[src/rtl/hdr_ber_pkg.sv]
package hdr_ber_pkg;

  typedef struct packed {
    logic errSeen;   // errored header counted this cycle
    logic enterBad;  // state machine enters the bad-header state
  } ctlStrobes_t;

  typedef enum logic {
    ST_GOOD = 1'b0,
    ST_BAD  = 1'b1
  } berState_t;

endpackage

[src/rtl/hdr_ber_satcnt.sv]
module hdr_ber_satcnt #(
  parameter int W = 8
) (
  input  logic         clk,
  input  logic         rstN,
  input  logic         inc,
  input  logic         clr,
  output logic [W-1:0] value
);
  localparam logic [W-1:0] MAXV = '1;

  always_ff @(posedge clk or negedge rstN) begin
    if (!rstN)                    value <= '0;
    else if (clr)                 value <= '0;
    else if (inc && value != MAXV) value <= value + 1'b1;
  end
endmodule

[src/rtl/hdr_ber_datapath.sv]
module hdr_ber_datapath
  import hdr_ber_pkg::*;
#(
  parameter int STAT_W = 8
) (
  input  logic              clk,
  input  logic              rstN,
  input  logic              blkValid,
  input  logic [1:0]        syncHdr,
  input  logic              clrBadCnt,
  input  logic              clrErrBlk,
  input  ctlStrobes_t       strobes,
  output logic              hdrErr,
  output logic [STAT_W-1:0] badEntryCnt,
  output logic [STAT_W-1:0] errBlkCnt
);
  // equal bits (00 or 11) mean an illegal header
  assign hdrErr = blkValid && (syncHdr[1] == syncHdr[0]);

  hdr_ber_satcnt #(.W(STAT_W)) uBadEntry (
    .clk(clk), .rstN(rstN), .inc(strobes.enterBad), .clr(clrBadCnt), .value(badEntryCnt)
  );

  hdr_ber_satcnt #(.W(STAT_W)) uErrBlk (
    .clk(clk), .rstN(rstN), .inc(strobes.errSeen), .clr(clrErrBlk), .value(errBlkCnt)
  );
endmodule

[src/rtl/hdr_ber_ctrl.sv]
module hdr_ber_ctrl
  import hdr_ber_pkg::*;
#(
  parameter int WIN_CYCLES   = 31250,
  parameter int ERR_LIMIT    = 16,
  parameter int PULSE_CYCLES = 2
) (
  input  logic        clk,
  input  logic        rstN,
  input  logic        blkLock,
  input  logic        hdrErr,
  output ctlStrobes_t strobes,
  output logic        highBer
);
  localparam int TMR_W = (WIN_CYCLES > 1) ? $clog2(WIN_CYCLES) : 1;
  localparam int ERR_W = $clog2(ERR_LIMIT + 1);
  localparam int PLS_W = $clog2(PULSE_CYCLES + 1);
  localparam logic [TMR_W-1:0] TMR_LAST  = TMR_W'(WIN_CYCLES - 1);
  localparam logic [ERR_W-1:0] ERR_TRIP  = ERR_W'(ERR_LIMIT - 1);
  localparam logic [ERR_W-1:0] ERR_FULL  = ERR_W'(ERR_LIMIT);
  localparam logic [PLS_W-1:0] PLS_START = PLS_W'(PULSE_CYCLES - 1);

  logic [TMR_W-1:0] winTmr;
  logic [ERR_W-1:0] winErr;
  logic [PLS_W-1:0] pulseLeft;
  berState_t        state;
  logic             winEnd, countIt, limitHit;

  assign countIt  = blkLock && hdrErr;
  assign winEnd   = blkLock && (winTmr == TMR_LAST);
  assign limitHit = countIt && (winErr == ERR_TRIP);

  assign strobes.errSeen  = countIt;
  assign strobes.enterBad = limitHit && (state == ST_GOOD);
  assign highBer          = (state == ST_BAD);

  always_ff @(posedge clk or negedge rstN) begin
    if (!rstN) begin
      winTmr <= '0;
      winErr <= '0;
    end else if (!blkLock || winEnd) begin
      winTmr <= '0;
      winErr <= '0;
    end else begin
      winTmr <= winTmr + 1'b1;
      if (countIt && winErr != ERR_FULL) winErr <= winErr + 1'b1;
    end
  end

  always_ff @(posedge clk or negedge rstN) begin
    if (!rstN) begin
      state     <= ST_GOOD;
      pulseLeft <= '0;
    end else begin
      case (state)
        ST_GOOD: if (strobes.enterBad) begin
          state     <= ST_BAD;
          pulseLeft <= PLS_START;
        end
        ST_BAD: begin
          if (pulseLeft == '0) state <= ST_GOOD;
          else                 pulseLeft <= pulseLeft - 1'b1;
        end
        default: state <= ST_GOOD;
      endcase
    end
  end
endmodule

[src/rtl/hdr_ber_monitor.sv]
module hdr_ber_monitor
  import hdr_ber_pkg::*;
#(
  parameter int WIN_CYCLES   = 31250,
  parameter int ERR_LIMIT    = 16,
  parameter int PULSE_CYCLES = 2,
  parameter int STAT_W       = 8
) (
  input  logic              clk,
  input  logic              rstN,
  input  logic              blkValid,
  input  logic [1:0]        syncHdr,
  input  logic              blkLock,
  input  logic              clrBadCnt,
  input  logic              clrErrBlk,
  output logic              highBer,
  output logic [STAT_W-1:0] badEntryCnt,
  output logic [STAT_W-1:0] errBlkCnt
);
  ctlStrobes_t strobes;
  logic        hdrErr;

  hdr_ber_ctrl #(
    .WIN_CYCLES(WIN_CYCLES), .ERR_LIMIT(ERR_LIMIT), .PULSE_CYCLES(PULSE_CYCLES)
  ) uCtrl (
    .clk(clk), .rstN(rstN), .blkLock(blkLock), .hdrErr(hdrErr),
    .strobes(strobes), .highBer(highBer)
  );

  hdr_ber_datapath #(.STAT_W(STAT_W)) uData (
    .clk(clk), .rstN(rstN), .blkValid(blkValid), .syncHdr(syncHdr),
    .clrBadCnt(clrBadCnt), .clrErrBlk(clrErrBlk), .strobes(strobes),
    .hdrErr(hdrErr), .badEntryCnt(badEntryCnt), .errBlkCnt(errBlkCnt)
  );
endmodule

[config.mk]
export PLATFORM = sky130hd
export DESIGN_NAME = hdr_ber_monitor
export DESIGN_NICKNAME = d
export VERILOG_FILES = /design/src/rtl/hdr_ber_pkg.sv /design/src/rtl/hdr_ber_satcnt.sv /design/src/rtl/hdr_ber_datapath.sv /design/src/rtl/hdr_ber_ctrl.sv /design/src/rtl/hdr_ber_monitor.sv
export SDC_FILE = /design/constraint.sdc
export NUM_CORES = 1
export LEC_CHECK = 0
export BUFFER_PORTS_ARGS = -buffer_cell sky130_fd_sc_hd__buf_2
export CAP_MARGIN = 30
export CELL_PAD_IN_SITES_DETAIL_PLACEMENT = 0
export CELL_PAD_IN_SITES_GLOBAL_PLACEMENT = 1
export CORE_MARGIN = 2
export CORE_UTILIZATION = 44
export CTS_CLUSTER_SIZE = 30
export DETAILED_ROUTE_END_ITERATION = 8
export PLACE_DENSITY = 0.82
export SYNTH_ARGS = -nofsm -noshare
export SYNTH_HDL_FRONTEND = slang
export SYNTH_SLANG_ARGS = --single-unit
[constraint.sdc]
create_clock -name clk -period 2.9 [get_ports clk]
set_input_delay 0.29 -clock clk [delete_from_list [all_inputs] [get_ports clk]]
set_output_delay 0.29 -clock clk [all_outputs]
set_load 0.005 [all_outputs]
Word level (Yosys, flattened, before mapping)
Cells that the tools add are included. W data, S select, Z words.

Reductions and logical operators: 15. Add/sub/neg operators: 5. Mux-type cells: 13. Bitwise gates (word level): 1. Equality and inequality tests: 8.

Operator list (number): $mux W8 (4); $add A8 B1 Y8 const B (2); $ne A8 B8 Y1 const B (2); $add A15 B1 Y15 const B (1); $eq A15 B15 Y1 const B (1); $mux W15 (1); $mux W5 (2); $logic_and A1 B1 Y1 (8); $reduce_bool A2 Y1 (3); $add A5 B1 Y5 const B (1); $eq A5 B4 Y1 const B (1); $ne A5 B5 Y1 const B (1); $mux W2 (2); $pmux W2 S2 (1); $logic_not A2 Y1 (1); $mux W1 (2); $ne A2 B1 Y1 const B (1); $ne A2 B2 Y1 const B (1); $pmux W1 S2 (1); $reduce_and A2 Y1 (1); $sub A2 B1 Y2 const B (1); $eq A1 B1 Y1 (1); $logic_not A1 Y1 (1); $logic_or A1 B1 Y1 (1); $not A1 Y1 (1).

Word-level logic and storage cells: 48. Register bits: 39. Bits of input ports: 8. Output and inout port bits: 17.

Logic depth before layout (Yosys ltp)
Gate-level depths: netlist of run 1.

Word-level depth: 8. Gate-level depth with buffers: 8. Depth with buffers taken out: 6.

Hierarchy
A second synthesis of run 1 with hierarchy kept.

Cells, all modules: 217. Area total of the unflattened synthesis: 2157.1 µm².

By module, submodules not included: hdr_ber_ctrl (sequential area each 575.6 µm², area an instance 1213.7 µm², cells an instance 117, times used 1); hdr_ber_satcnt (sequential area each 200.2 µm², area an instance 464.2 µm², cells an instance 49, times used 2); hdr_ber_datapath (sequential area each 0.0 µm², area an instance 15.0 µm², cells an instance 2, times used 1).

Worst setup path after synthesis of run 1
No wires, ideal clock.

Kind: reg-to-reg. Start point: reg uCtrl.winErr[0]. End point: reg uData.uBadEntry.value[3]. Arrival time: 2017 ps. Buffers on the path: 1. Period minus slack after synthesis: 2094 ps. Library setup time: 77 ps. Stages on the path, launching flop included: 8. Setup slack: 806 ps. Required time: 2823 ps. Cell sequence: dfrtp_1 ha_1 and3_1 ha_1 or4b_1 clkbuf_2 or4_1 a21oi_1.

Longest elaborated chain between the ends: 5.

RTL lines: start, declared (RTL line hdr_ber_ctrl.sv:24) `logic [ERR_W-1:0] winErr;`; start signal, assigned (RTL line hdr_ber_ctrl.sv:46) `if (countIt && winErr != ERR_FULL) winErr <= winErr + 1'b1;`; $eq A5 B4 Y1 (RTL line hdr_ber_ctrl.sv:31) `assign limitHit = countIt && (winErr == ERR_TRIP);`; $logic_and A1 B1 Y1 (RTL line hdr_ber_ctrl.sv:31); $logic_and A1 B1 Y1 (RTL line hdr_ber_ctrl.sv:34) `assign strobes.enterBad = limitHit && (state == ST_GOOD);`; $logic_and A1 B1 Y1 (RTL line hdr_ber_satcnt.sv:15) `else if (inc && value != MAXV) value <= value + 1'b1;`; $reduce_bool A2 Y1 (no line); end signal, assigned (RTL line hdr_ber_satcnt.sv:15); end, declared (RTL line hdr_ber_satcnt.sv:8) `output logic [W-1:0] value`.

Every way passes these cells. A chain may end at the register's enable or synchronous reset.

Final worst setup path of run 1
Same ends and word-level chain as after synthesis.

==> run summary, run 1 <==
status = complete, no violations
layout cells sized above 1 = 14.6%
RSZ-0062 raised after global routing = no
CTS buffer count = 5
minimum clock period = 2420 ps
Syn Inst Count = 209
Lkg Pwr = 0.974 nW
uppermost layer routed = met4
top cells by area, synth = dfrtp_1, ha_1, xnor2_1
std cell rows = 24
ANT nets after route = 0
setup bufs post-CTS = 0
DRT iter0 DRCs = 94
clock sink count = 39
number of flops mapped to enable cells by yosys = 0
top-area cell type share of the netlist area = 48.0%
worst-margin pin slew = 974 ps
r2r setup slk = 480 ps
Yosys cell types = 37
Synth area leader = dfrtp_1
largest fanout on the critical path = 17
maxcap violations = 0
core area = 0.00441 mm²
met1 wire length = 1940 µm
global route total overflow = 0
CP startpoint kind = flip-flop
largest net degree at the start of global routing = 40
crit path DAT = 2630 ps
ys flop type = dfrtp_1
P per Cell Area = 444 mW/mm²
worst vdd ir = 333 µV
Die X = 72 µm
clk_skew = 8.34 ps
Slew Limit Fails = 0
period utilization = 83.5%
Worst setup EP type = flip-flop
Via Count = 1587
port bufs = 24
drt first pass iters = 4
Avg Inst Size Synth = 9.73 µm²
fmax = 0.413 GHz
post-synthesis sequential area ratio = 48.0%
number of diodes = 0
Vias/cell = 5.57
final WL = 3760 µm
WS Path Type = reg2reg
I/O pin count = 25
multi-input combinational cell area = 976 µm²
number of synthesis warnings = 0
initial antenna violation count = 0
Worst Path Required = 3110 ps
per-cell routed wire length = 13.2 µm
Detail Route met3 WL = 187 µm
H-tree Lvls = 2
worst hold path type = in2async
DRC violations left = 0
RR Startpoint = uCtrl.winErr[0]$_DFFE_PN0P_
Die H = 72 µm
Seq cells post-synth = 39
CTS tree = done
die area = 0.00518 mm²
fill count = 410
CTS clk-pin slew, worst paths = 80 ps
ys async rst share = 100%
Initial Utilization = 46.1%
Clock Latency Late Sink = 290 ps
first-pass GRT wire length = 6500 µm
Post-Syn Nets = 225
storage element area = 976 µm²
Worst R2R End = uData.uBadEntry.value[3]$_DFFE_PN0P_
Clock Tree Buf Depth = 2
final setup vio count = 0
CTS root buffer = clkbuf_8
Total GRT Usage = 16.0%
Total Negative Setup Slacks = 0 ps
metal2 WL = 1570 µm
final hold vios = 0
overall power = 0.00101 W
vias in the first global route = 1402
nets@finish = 248
mapped cell area = 0.00203 mm²
post_cts resized = 0
Slew headroom = 35.0%
Reg2Reg Depth = 6
Placer Congestion = 0.772
Area Overhead vs Synth = 12.2%
hpwl dp = 2610 µm
Hold Buf Count CTS = 0
registers in the layout (all words and copies together), names as in the netlist:
register	count
uCtrl.highBer	1
uData.uBadEntry.value	8
uCtrl.winErr	5
uData.uErrBlk.value	8
uCtrl.winTmr	15
uCtrl.pulseLeft	2
synthesized netlist by cell type (3+ instances only):
master    number
nor2_1        24
inv_1         10
o31ai_1        7
nand3_1       13
nand2_1       12
o41ai_1        3
xor2_1         7
a21oi_1       15
nor4_1         4
dfrtp_1       39
or3_1          5
xnor2_1       11
o21ai_0        5
nor3_1         4
or4_1          8
nand4_1        7
ha_1           8
clkbuf_1       4
per-layer routing:
metal  global-route usage [%]  up-vias
met5                        0        -
met2                     23.8       37
met4                     5.66        0
met1                     22.7      745
li1                         -      799
met3                     4.17        6
cell usage in the layout, fill, tap and decap left out, types with 2 or more instances in the layout:
master,count
nor2_1,24
and4_1,2
mux2i_1,2
o21ai_0,5
xnor2_1,11
clkbuf_8,7
nor4_1,4
a21oi_1,15
or3_1,5
o41ai_1,2
nor3_1,4
nand4_1,7
dfrtp_1,39
nand3_1,13
and2_1,2
nor4b_1,2
inv_1,10
nand2_1,12
or4_1,8
xor2_1,7
buf_2,24
o31ai_1,7
ha_1,8
critical path: stages (launching register included):
cell and delay (ps):
dfrtp_1 400, ha_1 200, and3_1 160, ha_1 130
or4b_1 690, or4_1 580, a21oi_1 180
where the power goes:
group	internal [W]	switching, W	leakage (nW)
Sequential	0.000550	0.00000814	0.541
Clock	0.000217	0.000182	0.0515
Combinational	0.0000181	0.0000374	0.382
Total	0.000785	0.000227	0.974
how the worst max path moves through the flow:
stage	end	slack, ps	depth (start not counted)	from
after floorplan	uData.uBadEntry.value[3]$_DFFE_PN0P_	810	7	uCtrl.winErr[0]$_DFFE_PN0P_
after global routing	uData.uBadEntry.value[3]$_DFFE_PN0P_	330	6	uCtrl.winErr[0]$_DFFE_PN0P_
after detailed placement	uData.uBadEntry.value[3]$_DFFE_PN0P_	520	6	uCtrl.winErr[0]$_DFFE_PN0P_
after CTS	uData.uBadEntry.value[3]$_DFFE_PN0P_	460	6	uCtrl.winErr[0]$_DFFE_PN0P_
after global placement	uData.uBadEntry.value[6]$_DFFE_PN0P_	580	6	uCtrl.winErr[0]$_DFFE_PN0P_
final	uData.uBadEntry.value[3]$_DFFE_PN0P_	480	6	uCtrl.winErr[0]$_DFFE_PN0P_
layout make-up:
cell class	count	share of cell area (%)
timing repair buffer	25	5.59
multi-input combinational	151	42.8
tap	52	2.85
sequential	39	42.8
inverter	10	1.64
clock buffer	8	4.39
stage by stage:
| step | hold slack (ps) | std cells | cell area (µm²) | utilization, % | setup WS, ps |
|---|---|---|---|---|---|
| 2_1_floorplan | -5.59 | 209 | 2030 | - | 806 |
| 3_3_place_gp | 460 | 277 | 2180 | 49.4 | 583 |
| 3_5_place_dp | 460 | 277 | 2180 | 49.4 | 524 |
| 4_1_cts | 139 | 285 | 2280 | 51.7 | 462 |
| 5_1_grt | 179 | 285 | 2280 | 51.7 | 325 |
| 6_report | 109 | 285 | 2280 | 51.7 | 477 |
cells by family (layout without fill, tap and decap cells):
kind of cell             after synthesis  after routing  share of synthesized area, %
AO/OA/AOI/OAI                         34             34                          10.3
XOR/XNOR                              18             18                          7.75
adder cells (fa/ha/maj)                8              8                          4.92
buffers and inverters                 19             43                          4.43
flip-flops                            39             39                          48.0
multiplexers                           3              3                          1.54
AND/OR/NAND/NOR                       88             88                          23.1
No activity file was read; power rests on OpenSTA's default activity.
==> run 2: changes to the inputs <==
--- a/config.mk
+++ b/config.mk
@@ -10,10 +10,10 @@
 export CELL_PAD_IN_SITES_DETAIL_PLACEMENT = 0
 export CELL_PAD_IN_SITES_GLOBAL_PLACEMENT = 1
 export CORE_MARGIN = 2
-export CORE_UTILIZATION = 44
+export CORE_UTILIZATION = 40
 export CTS_CLUSTER_SIZE = 30
 export DETAILED_ROUTE_END_ITERATION = 8
-export PLACE_DENSITY = 0.82
+export PLACE_DENSITY = 0.79
 export SYNTH_ARGS = -nofsm -noshare
 export SYNTH_HDL_FRONTEND = slang
 export SYNTH_SLANG_ARGS = --single-unit
==> constraint.sdc (replaced) <==
create_clock -name clk -period 2.15 [get_ports clk]
set_input_delay 0.215 -clock clk [delete_from_list [all_inputs] [get_ports clk]]
set_output_delay 0.215 -clock clk [all_outputs]
set_load 0.005 [all_outputs]
==> run 2 against run 1 <==
Critical path type unchanged. Critical endpoint is now uData.uBadEntry.value[7]$_DFFE_PN0P_. Sequential share of layout area shrank 3.7 points. Clock skew grew 0.58 ps. Combinational power grew 67%. Fmax grew 16%. Design area grew 9.6%. Global-route usage grew 0.051 points. Critical path depth is the same. Highest routed layer unchanged. Cell count grew 9.5%. Clock power grew 87%. Core utilization grew 0.22 points.
==> run summary, run 2 (same netlist as run 1, synthesis figures left out) <==
status = complete, no violations
die area = 0.00567 mm² (+9.4%)
period utilization = 97.4% (+14 points)
Slew Limit Fails = 0 (unchanged)
Hold EP = uData.uErrBlk.value[3]$_DFFE_PN0P_
Lkg Pwr = 1.05 nW (+7.6%)
sw power = 0.000351 W (+54%)
Vias/cell = 5.31 (-4.6%)
Pint = 0.00124 W (+58%)
Slowest-stage cell, CP = or4_1
GR peak layer = met2
Largest regs = uCtrl.winTmr x15, uData.uBadEntry.value x8, uData.uErrBlk.value x8
RSZ-0062 raised after global routing = yes
worst hold path type = in2reg
clk_skew = 8.92 ps (+0.581 ps)
final setup vio count = 0 (unchanged)
ANT nets after route = 0 (unchanged)
Via Count = 1658 (+4.5%)
Reg with most FFs = uCtrl.winTmr
port bufs = 24 (unchanged)
worst vdd ir = 333 µV (-0.11%)
worst path cell trace = ha_2 > and3_4 > ha_4 > or4b_4 > or4_1 > a21oi_1
P per Cell Area = 636 mW/mm² (+43%)
pre-CTS setup slack = -43.8 ps (-567 ps)
core area = 0.00482 mm² (+9.1%)
H-tree Lvls = 2 (unchanged)
Logic pwr share = 5.8% (+0.3 points)
fmax = 0.477 GHz (+16%)
maxcap violations = 0 (unchanged)
nets@finish = 260 (+4.8%)
RR Startpoint = uCtrl.winErr[1]$_DFFE_PN0P_
Placer Congestion = 0.782 (+1.3%)
WS Path Type = reg2reg
overall power = 0.00159 W (+57%)
Reg2Reg Depth = 6 (unchanged)
Clk pwr share = 46.9% (+7.5 points)
HP Start = clrErrBlk
Worst Path Required = 2390 ps (-720 ps)
max reg flops = 15 (unchanged)
met3 usage in global routing = 4.37% (+0.20 points)
initial antenna violation count = 0 (unchanged)
post-route cell area = 0.00250 mm² (+9.6%)
worst-margin pin slew = 648 ps (-327 ps)
CTS clk-pin slew, worst paths = 90 ps (about the same)
r2r setup slk = 60 ps (-420 ps)
first-pass GRT wire length = 6890 µm (+6.1%)
met2 usage = 23.4% (-0.38 points)
largest fanout on the critical path = 6 (-11)
clock sink count = 39 (unchanged)
Total GRT Usage = 16.0% (+0.051 points)
DRT iter0 DRCs = 79 (-16%)
GR Util met1 = 22.5% (-0.19 points)
I/O pin count = 25 (unchanged)
number of diodes = 0 (unchanged)
std cell rows = 25 (+4.2%)
minimum hold slack = 171 ps (+62.2 ps)
DRC violations left = 0 (unchanged)
layout cells sized above 1 = 23.7% (+9.1 points)
final hold vios = 0 (unchanged)
CTS root buffer = clkbuf_8
Die X = 75.3 µm (+4.6%)
Seq pwr share = 47.3% (-7.8 points)
worst hold stages = 2
Area Overhead vs Synth = 22.9%
final WL = 4260 µm (+13%)
per-cell routed wire length = 13.7 µm (+3.6%)
hpwl dp = 2790 µm (+7.1%)
commonest non-fill, non-tap cell in the layout = dfrtp_1
minimum clock period = 2090 ps (-328 ps)
CTS buffer count = 5 (unchanged)
largest net degree at the start of global routing = 26 (-35%)
CP startpoint kind = flip-flop
number of buffer and inverter stages on the critical path = 0 (unchanged)
Setup WS post-layout = 55.6 ps (-422 ps)
CP peak stage delay = 530 ps (-160 ps)
Worst R2R End = uData.uBadEntry.value[7]$_DFFE_PN0P_
most frequent cells in the layout = dfrtp_1, nor2_1, buf_2
Slew headroom = 56.7% (+22 points)
Clock Tree Buf Depth = 2 (unchanged)
Clock Latency Late Sink = 300 ps (about the same)
DP Area = 0.00228 mm² (+4.3%)
switch share = 22.1% (-0.38 points)
vias in the first global route = 1521 (+8.5%)
Worst setup EP type = flip-flop
drt first pass iters = 4 (unchanged)
CP delay by family, top = simple AND/OR/NAND/NOR gates
CTS tree = done
crit path DAT = 2330 ps (-300 ps)
global route total overflow = 0 (unchanged)
Initial Utilization = 42.2% (-3.9 points)
Die H = 75.3 µm (+4.6%)
==> run 2: cell count changes in the layout (fill, tap and decap cells not counted), moves of 2 or more <==
cell,change
a21oi_2,+3
o41ai_2,+2
buf_4,+9
clkbuf_8,-2
a21oi_1,-3
o41ai_1,-2
ha_1,-2
or4b_4,+2
bufinv_16,+2
==> run 2: layout make-up <==
| class | instances | area, µm² |
|---|---|---|
| repair buffers | 36 | 216 |
| clock inverters | 3 | 67.6 |
| clock buffers | 5 | 68.8 |
| flip-flops and latches | 39 | 976 |
| multi-input cells | 152 | 1050 |
| fillers | 455 | 2320 |
| inverters | 10 | 37.5 |
| well taps | 67 | 83.8 |
==> run 2: through the flow <==
| step | setup TNS, ps | util, % | cells |
|---|---|---|---|
| after floorplan | 0 | - | 209 |
| after global placement | -15.8 | 47.2 | 302 |
| after detailed placement | -195 | 47.2 | 302 |
| after CTS | 0 | 50.4 | 311 |
| after global routing | -69.2 | 51.9 | 312 |
| final | 0 | 51.9 | 312 |
==> run 2: routing by layer <==
| metal | vias to the layer above | wire [µm] |
|---|---|---|
| met5 | - | 0 |
| met4 | 0 | 70 |
| met3 | 6 | 172 |
| met2 | 29 | 1830 |
| met1 | 794 | 2190 |
| li1 | 829 | - |
==> run 2: worst reg2reg max path: stages (launching register included) <==
cell	delay [ps]
dfrtp_1	360
ha_2	180
and3_4	190
ha_4	130
or4b_4	510
or4_1	530
a21oi_1	130
==> run 2: how the worst max path moves through the flow <==
stage	from	end	slack (ps)	cells after the start
6_report	uCtrl.winErr[1]$_DFFE_PN0P_	uData.uBadEntry.value[7]$_DFFE_PN0P_	60	6
5_1_grt	uCtrl.winErr[1]$_DFFE_PN0P_	uData.uBadEntry.value[7]$_DFFE_PN0P_	-40	6
4_1_cts	uCtrl.winErr[0]$_DFFE_PN0P_	uData.uBadEntry.value[3]$_DFFE_PN0P_	70	6
3_5_place_dp	uCtrl.winErr[0]$_DFFE_PN0P_	uData.uBadEntry.value[0]$_DFFE_PN0P_	-40	7
3_3_place_gp	uCtrl.winErr[0]$_DFFE_PN0P_	uData.uBadEntry.value[0]$_DFFE_PN0P_	-10	7
2_1_floorplan	uCtrl.winErr[0]$_DFFE_PN0P_	uData.uBadEntry.value[3]$_DFFE_PN0P_	60	7
==> run 2: power groups by stage <==
stage	Sequential (W)	Clock, W	Combinational, W
floorplan	0.000764	0	0.0000448
global placement	0.000766	0	0.0000890
detailed placement	0.000766	0	0.0000900
CTS	0.000752	0.000766	0.0000920
global route	0.000753	0.000797	0.000108
finish	0.000752	0.000746	0.0000927
==> run 2: repair_timing <==
action	CTS	global route
setup buffers	0	0
gates cloned	0	1
resized for setup	1	14
setup endpoints to repair	7	8
pin swaps	0	10
hold buffers	1	0
endpoints found under the hold margin	14	0
==> run 3: changes to the inputs <==
--- a/config.mk
+++ b/config.mk
@@ -5,14 +5,16 @@
 export SDC_FILE = /design/constraint.sdc
 export NUM_CORES = 1
 export LEC_CHECK = 0
+export ABC_AREA = 1
 export BUFFER_PORTS_ARGS = -buffer_cell sky130_fd_sc_hd__buf_2
 export CAP_MARGIN = 30
 export CELL_PAD_IN_SITES_DETAIL_PLACEMENT = 0
 export CELL_PAD_IN_SITES_GLOBAL_PLACEMENT = 1
 export CORE_MARGIN = 2
-export CORE_UTILIZATION = 40
+export CORE_UTILIZATION = 38
 export CTS_CLUSTER_SIZE = 30
 export DETAILED_ROUTE_END_ITERATION = 8
+export MAX_ROUTING_LAYER = met4
 export PLACE_DENSITY = 0.79
 export SYNTH_ARGS = -nofsm -noshare
 export SYNTH_HDL_FRONTEND = slang
==> run 3 against run 2 <==
Non-clock buffer count decreased by 9. Hold slack improved by 36 ps. Design area increased by 11%. Combinational power decreased by 2%. Area after synthesis increased by 20%. Wire length increased by 19%. Die area increased by 25%. Clock skew increased by 2.5 ps. Sequential cell count unchanged. Worst setup slack improved by 380 ps. Critical path type unchanged. Largest power group unchanged. Highest routed layer unchanged.
==> run summary, run 3 <==
period utilization = 79.9% (-17 points)
max reg flops = 15 (unchanged)
post-route cell area = 0.00277 mm² (+11%)
final hold vios = 0 (unchanged)
Reg2Reg Depth = 10 (+4)
Post-Syn Nets = 362 (+61%)
mapped cell area = 0.00245 mm² (+20%)
number of flops mapped to enable cells by yosys = 0 (unchanged)
DRT iter0 DRCs = 70 (-11%)
DP Area = 0.00266 mm² (+17%)
Synth top cells by count = nand2_1, nor2_1, inv_1, dfrtp_1, nand3_1
core area = 0.00628 mm² (+30%)
Syn Inst Count = 346 (+66%)
worst hold path type = in2reg
Initial Utilization = 39.0% (-3.2 points)
most frequent cells in the layout = nand2_1, nor2_1, inv_1
status = complete, no violations
first-pass GRT wire length = 9250 µm (+34%)
hpwl dp = 3850 µm (+38%)
RSZ-0062 raised after global routing = no
CTS tree = done
CTS root buffer = clkbuf_8
initial antenna violation count = 0 (unchanged)
Slew headroom = 70.5% (+14 points)
ys flop type = dfrtp_1
clk_skew = 11.4 ps (+2.53 ps)
Seq cells post-synth = 39 (unchanged)
worst vdd ir = 258 µV (-22%)
Via Count = 2189 (+32%)
final setup vio count = 0 (unchanged)
Die H = 84.3 µm (+12%)
Slowest-stage cell, CP = dfrtp_1
setup bufs post-CTS = 0 (unchanged)
Die X = 84.3 µm (+12%)
HP Start = clrBadCnt
CP startpoint kind = flip-flop
worst hold stages = 4 (+2)
most frequent cell after synthesis = nand2_1
top cells by area, synth = dfrtp_1, nand2_1, nor2_1
H-tree Lvls = 2 (unchanged)
ANT nets after route = 0 (unchanged)
worst path cell trace = ha_1 > nand2_1 > nor2_1 > ha_1 > inv_1 > nor2_1 > nand3_1 > nor2_2 > nand3_1 > nand2_1
fmax = 0.582 GHz (+22%)
post-synthesis sequential area ratio = 39.9% (-8.1 points)
Clock Latency Late Sink = 300 ps (about the same)
RR Startpoint = uCtrl.winErr[1]$_DFFE_PN0P_
clock sink count = 39 (unchanged)
layout cells sized above 1 = 12.7% (-11 points)
die area = 0.00710 mm² (+25%)
final WL = 5090 µm (+19%)
port bufs = 24 (unchanged)
Total Negative Setup Slacks = 0 ps (unchanged)
largest net degree at the start of global routing = 19 (-27%)
r2r setup slk = 430 ps (+380 ps)
Worst Path Required = 2390 ps (about the same)
Slew Limit Fails = 0 (unchanged)
P per Cell Area = 505 mW/mm² (-21%)
final core utilization = 44.2% (-7.8 points)
number of diodes = 0 (unchanged)
Clock Tree Buf Depth = 2 (unchanged)
CTS buffer count = 5 (unchanged)
largest fanout on the critical path = 5 (-1)
std cell rows = 29 (+16%)
I/O pin count = 25 (unchanged)
Vias/cell = 4.81 (-9.5%)
worst-margin pin slew = 438 ps (-209 ps)
Placer Congestion = 0.810 (+3.6%)
CP delay by family, top = simple AND/OR/NAND/NOR gates
drt first pass iters = 4 (unchanged)
maxcap violations = 0 (unchanged)
Worst R2R End = uData.uBadEntry.value[0]$_DFFE_PN0P_
CP peak stage delay = 410 ps (-120 ps)
top-area cell type share of the netlist area = 39.9% (-8.1 points)
commonest non-fill, non-tap cell in the layout = nand2_1
number of buffer and inverter stages on the critical path = 1 (+1)
pre-CTS setup slack = 422 ps (+466 ps)
Lkg Pwr = 1.44 nW (+38%)
minimum clock period = 1720 ps (-376 ps)
Total GRT Usage = 16.4% (+0.41 points)
Worst setup EP type = flip-flop
Area Overhead vs Synth = 13.3%
DRC violations left = 0 (unchanged)
vias in the first global route = 2119 (+39%)
Synth area leader = dfrtp_1
nets@finish = 393 (+51%)
number of synthesis warnings = 0 (unchanged)
Hold EP = uData.uBadEntry.value[4]$_DFFE_PN0P_
Setup WS post-layout = 432 ps (+376 ps)
Largest regs = uCtrl.winTmr x15, uData.uBadEntry.value x8, uData.uErrBlk.value x8
global route total overflow = 0 (unchanged)
ys async rst share = 100% (unchanged)
fill count = 678 (+49%)
CTS clk-pin slew, worst paths = 80 ps (about the same)
Reg with most FFs = uCtrl.winTmr
WP depth = 10 (+4)
crit path DAT = 1960 ps (-370 ps)
Avg Inst Size Synth = 7.07 µm² (-27%)
minimum hold slack = 207 ps (+35.5 ps)
WS Path Type = reg2reg
Yosys cell types = 25 (-32%)
per-cell routed wire length = 11.2 µm (-18%)
-- run 3: changes by cell type after synthesis, sizes merged, moves of 7 or more --
cell	before	now
nand2	12	114
nor2	24	62
inv	10	46
nand3	13	36
a21oi	15	3
xnor2	11	1
or4	8	0
o31ai	7	0
-- run 3: worst register-to-register path, cell delays in order, from the launching register on --
cell	delay, ps
dfrtp_1	410
ha_1	200
nand2_1	60
nor2_1	100
ha_1	150
inv_1	40
nor2_1	190
nand3_1	150
nor2_2	200
nand3_1	90
nand2_1	70
-- run 3: cells by family (layout without fill, tap and decap cells) --
logic type	count (synthesis)	in the layout	synth area share, %
buffers and inverters	50	82	8.08
AOI/OAI and AO/OA	6	6	1.28
adders and majority gates	8	8	4.09
xor gates and xnor gates	12	12	4.29
and+or+nand+nor	231	231	42.4
DFF	39	39	39.9
-- run 3: repair_timing --
| item | CTS | global route |
|---|---|---|
| resized for setup | 0 | 0 |
| hold buffers | 1 | 0 |
| endpoints found under the setup margin | 0 | 0 |
| hold endpoints to repair | 12 | 0 |
-- run 3: area by class of cell --
cell class / count / area [µm²] / area share, %
clock buffer: 7 / 96.3 / 3.47
clock inverter: 1 / 7.51 / 0.271
sequential: 39 / 976 / 35.2
tap: 77 / 96.3 / 3.47
inverter: 47 / 178 / 6.41
multi-input combinational: 257 / 1270 / 45.9
timing repair buffer: 27 / 145 / 5.23
-- run 3: worst max-delay path by stage --
| stage | start | end | slack [ps] |
|---|---|---|---|
| after global placement | uCtrl.winErr[0]$_DFFE_PN0P_ | uData.uBadEntry.value[6]$_DFFE_PN0P_ | 490 |
| after floorplan | uCtrl.winErr[0]$_DFFE_PN0P_ | uData.uBadEntry.value[6]$_DFFE_PN0P_ | 630 |
| after CTS | uCtrl.winErr[1]$_DFFE_PN0P_ | uData.uBadEntry.value[0]$_DFFE_PN0P_ | 410 |
| final | uCtrl.winErr[1]$_DFFE_PN0P_ | uData.uBadEntry.value[0]$_DFFE_PN0P_ | 430 |
| after global routing | uCtrl.winErr[1]$_DFFE_PN0P_ | uData.uBadEntry.value[0]$_DFFE_PN0P_ | 170 |
| after detailed placement | uCtrl.winErr[1]$_DFFE_PN0P_ | uData.uBadEntry.value[2]$_DFFE_PN0P_ | 420 |
-- run 3: through the flow --
step	instances	total power (W)
finish	455	0.00140
global route	455	0.00147
CTS	455	0.00142
detailed placement	446	0.000857
global placement	446	0.000855
floorplan	346	0.000813
-- run 3: per-layer routing --
layer / share of wire [%] / track usage (%) / up-vias
li1: - / - / 1141
met1: 49 / 21.2 / 1006
met2: 45 / 25.9 / 37
met3: 3.8 / 3.24 / 5
met4: 1.6 / 5.72 / 0
met5: 0 / - / -
-- run 3: where the power goes --
group	internal [W]	switching, W	total [W]
sequential	0.000740	0.00000933	0.000749
clock	0.000292	0.000268	0.000560
combinational	0.0000269	0.0000644	0.0000912
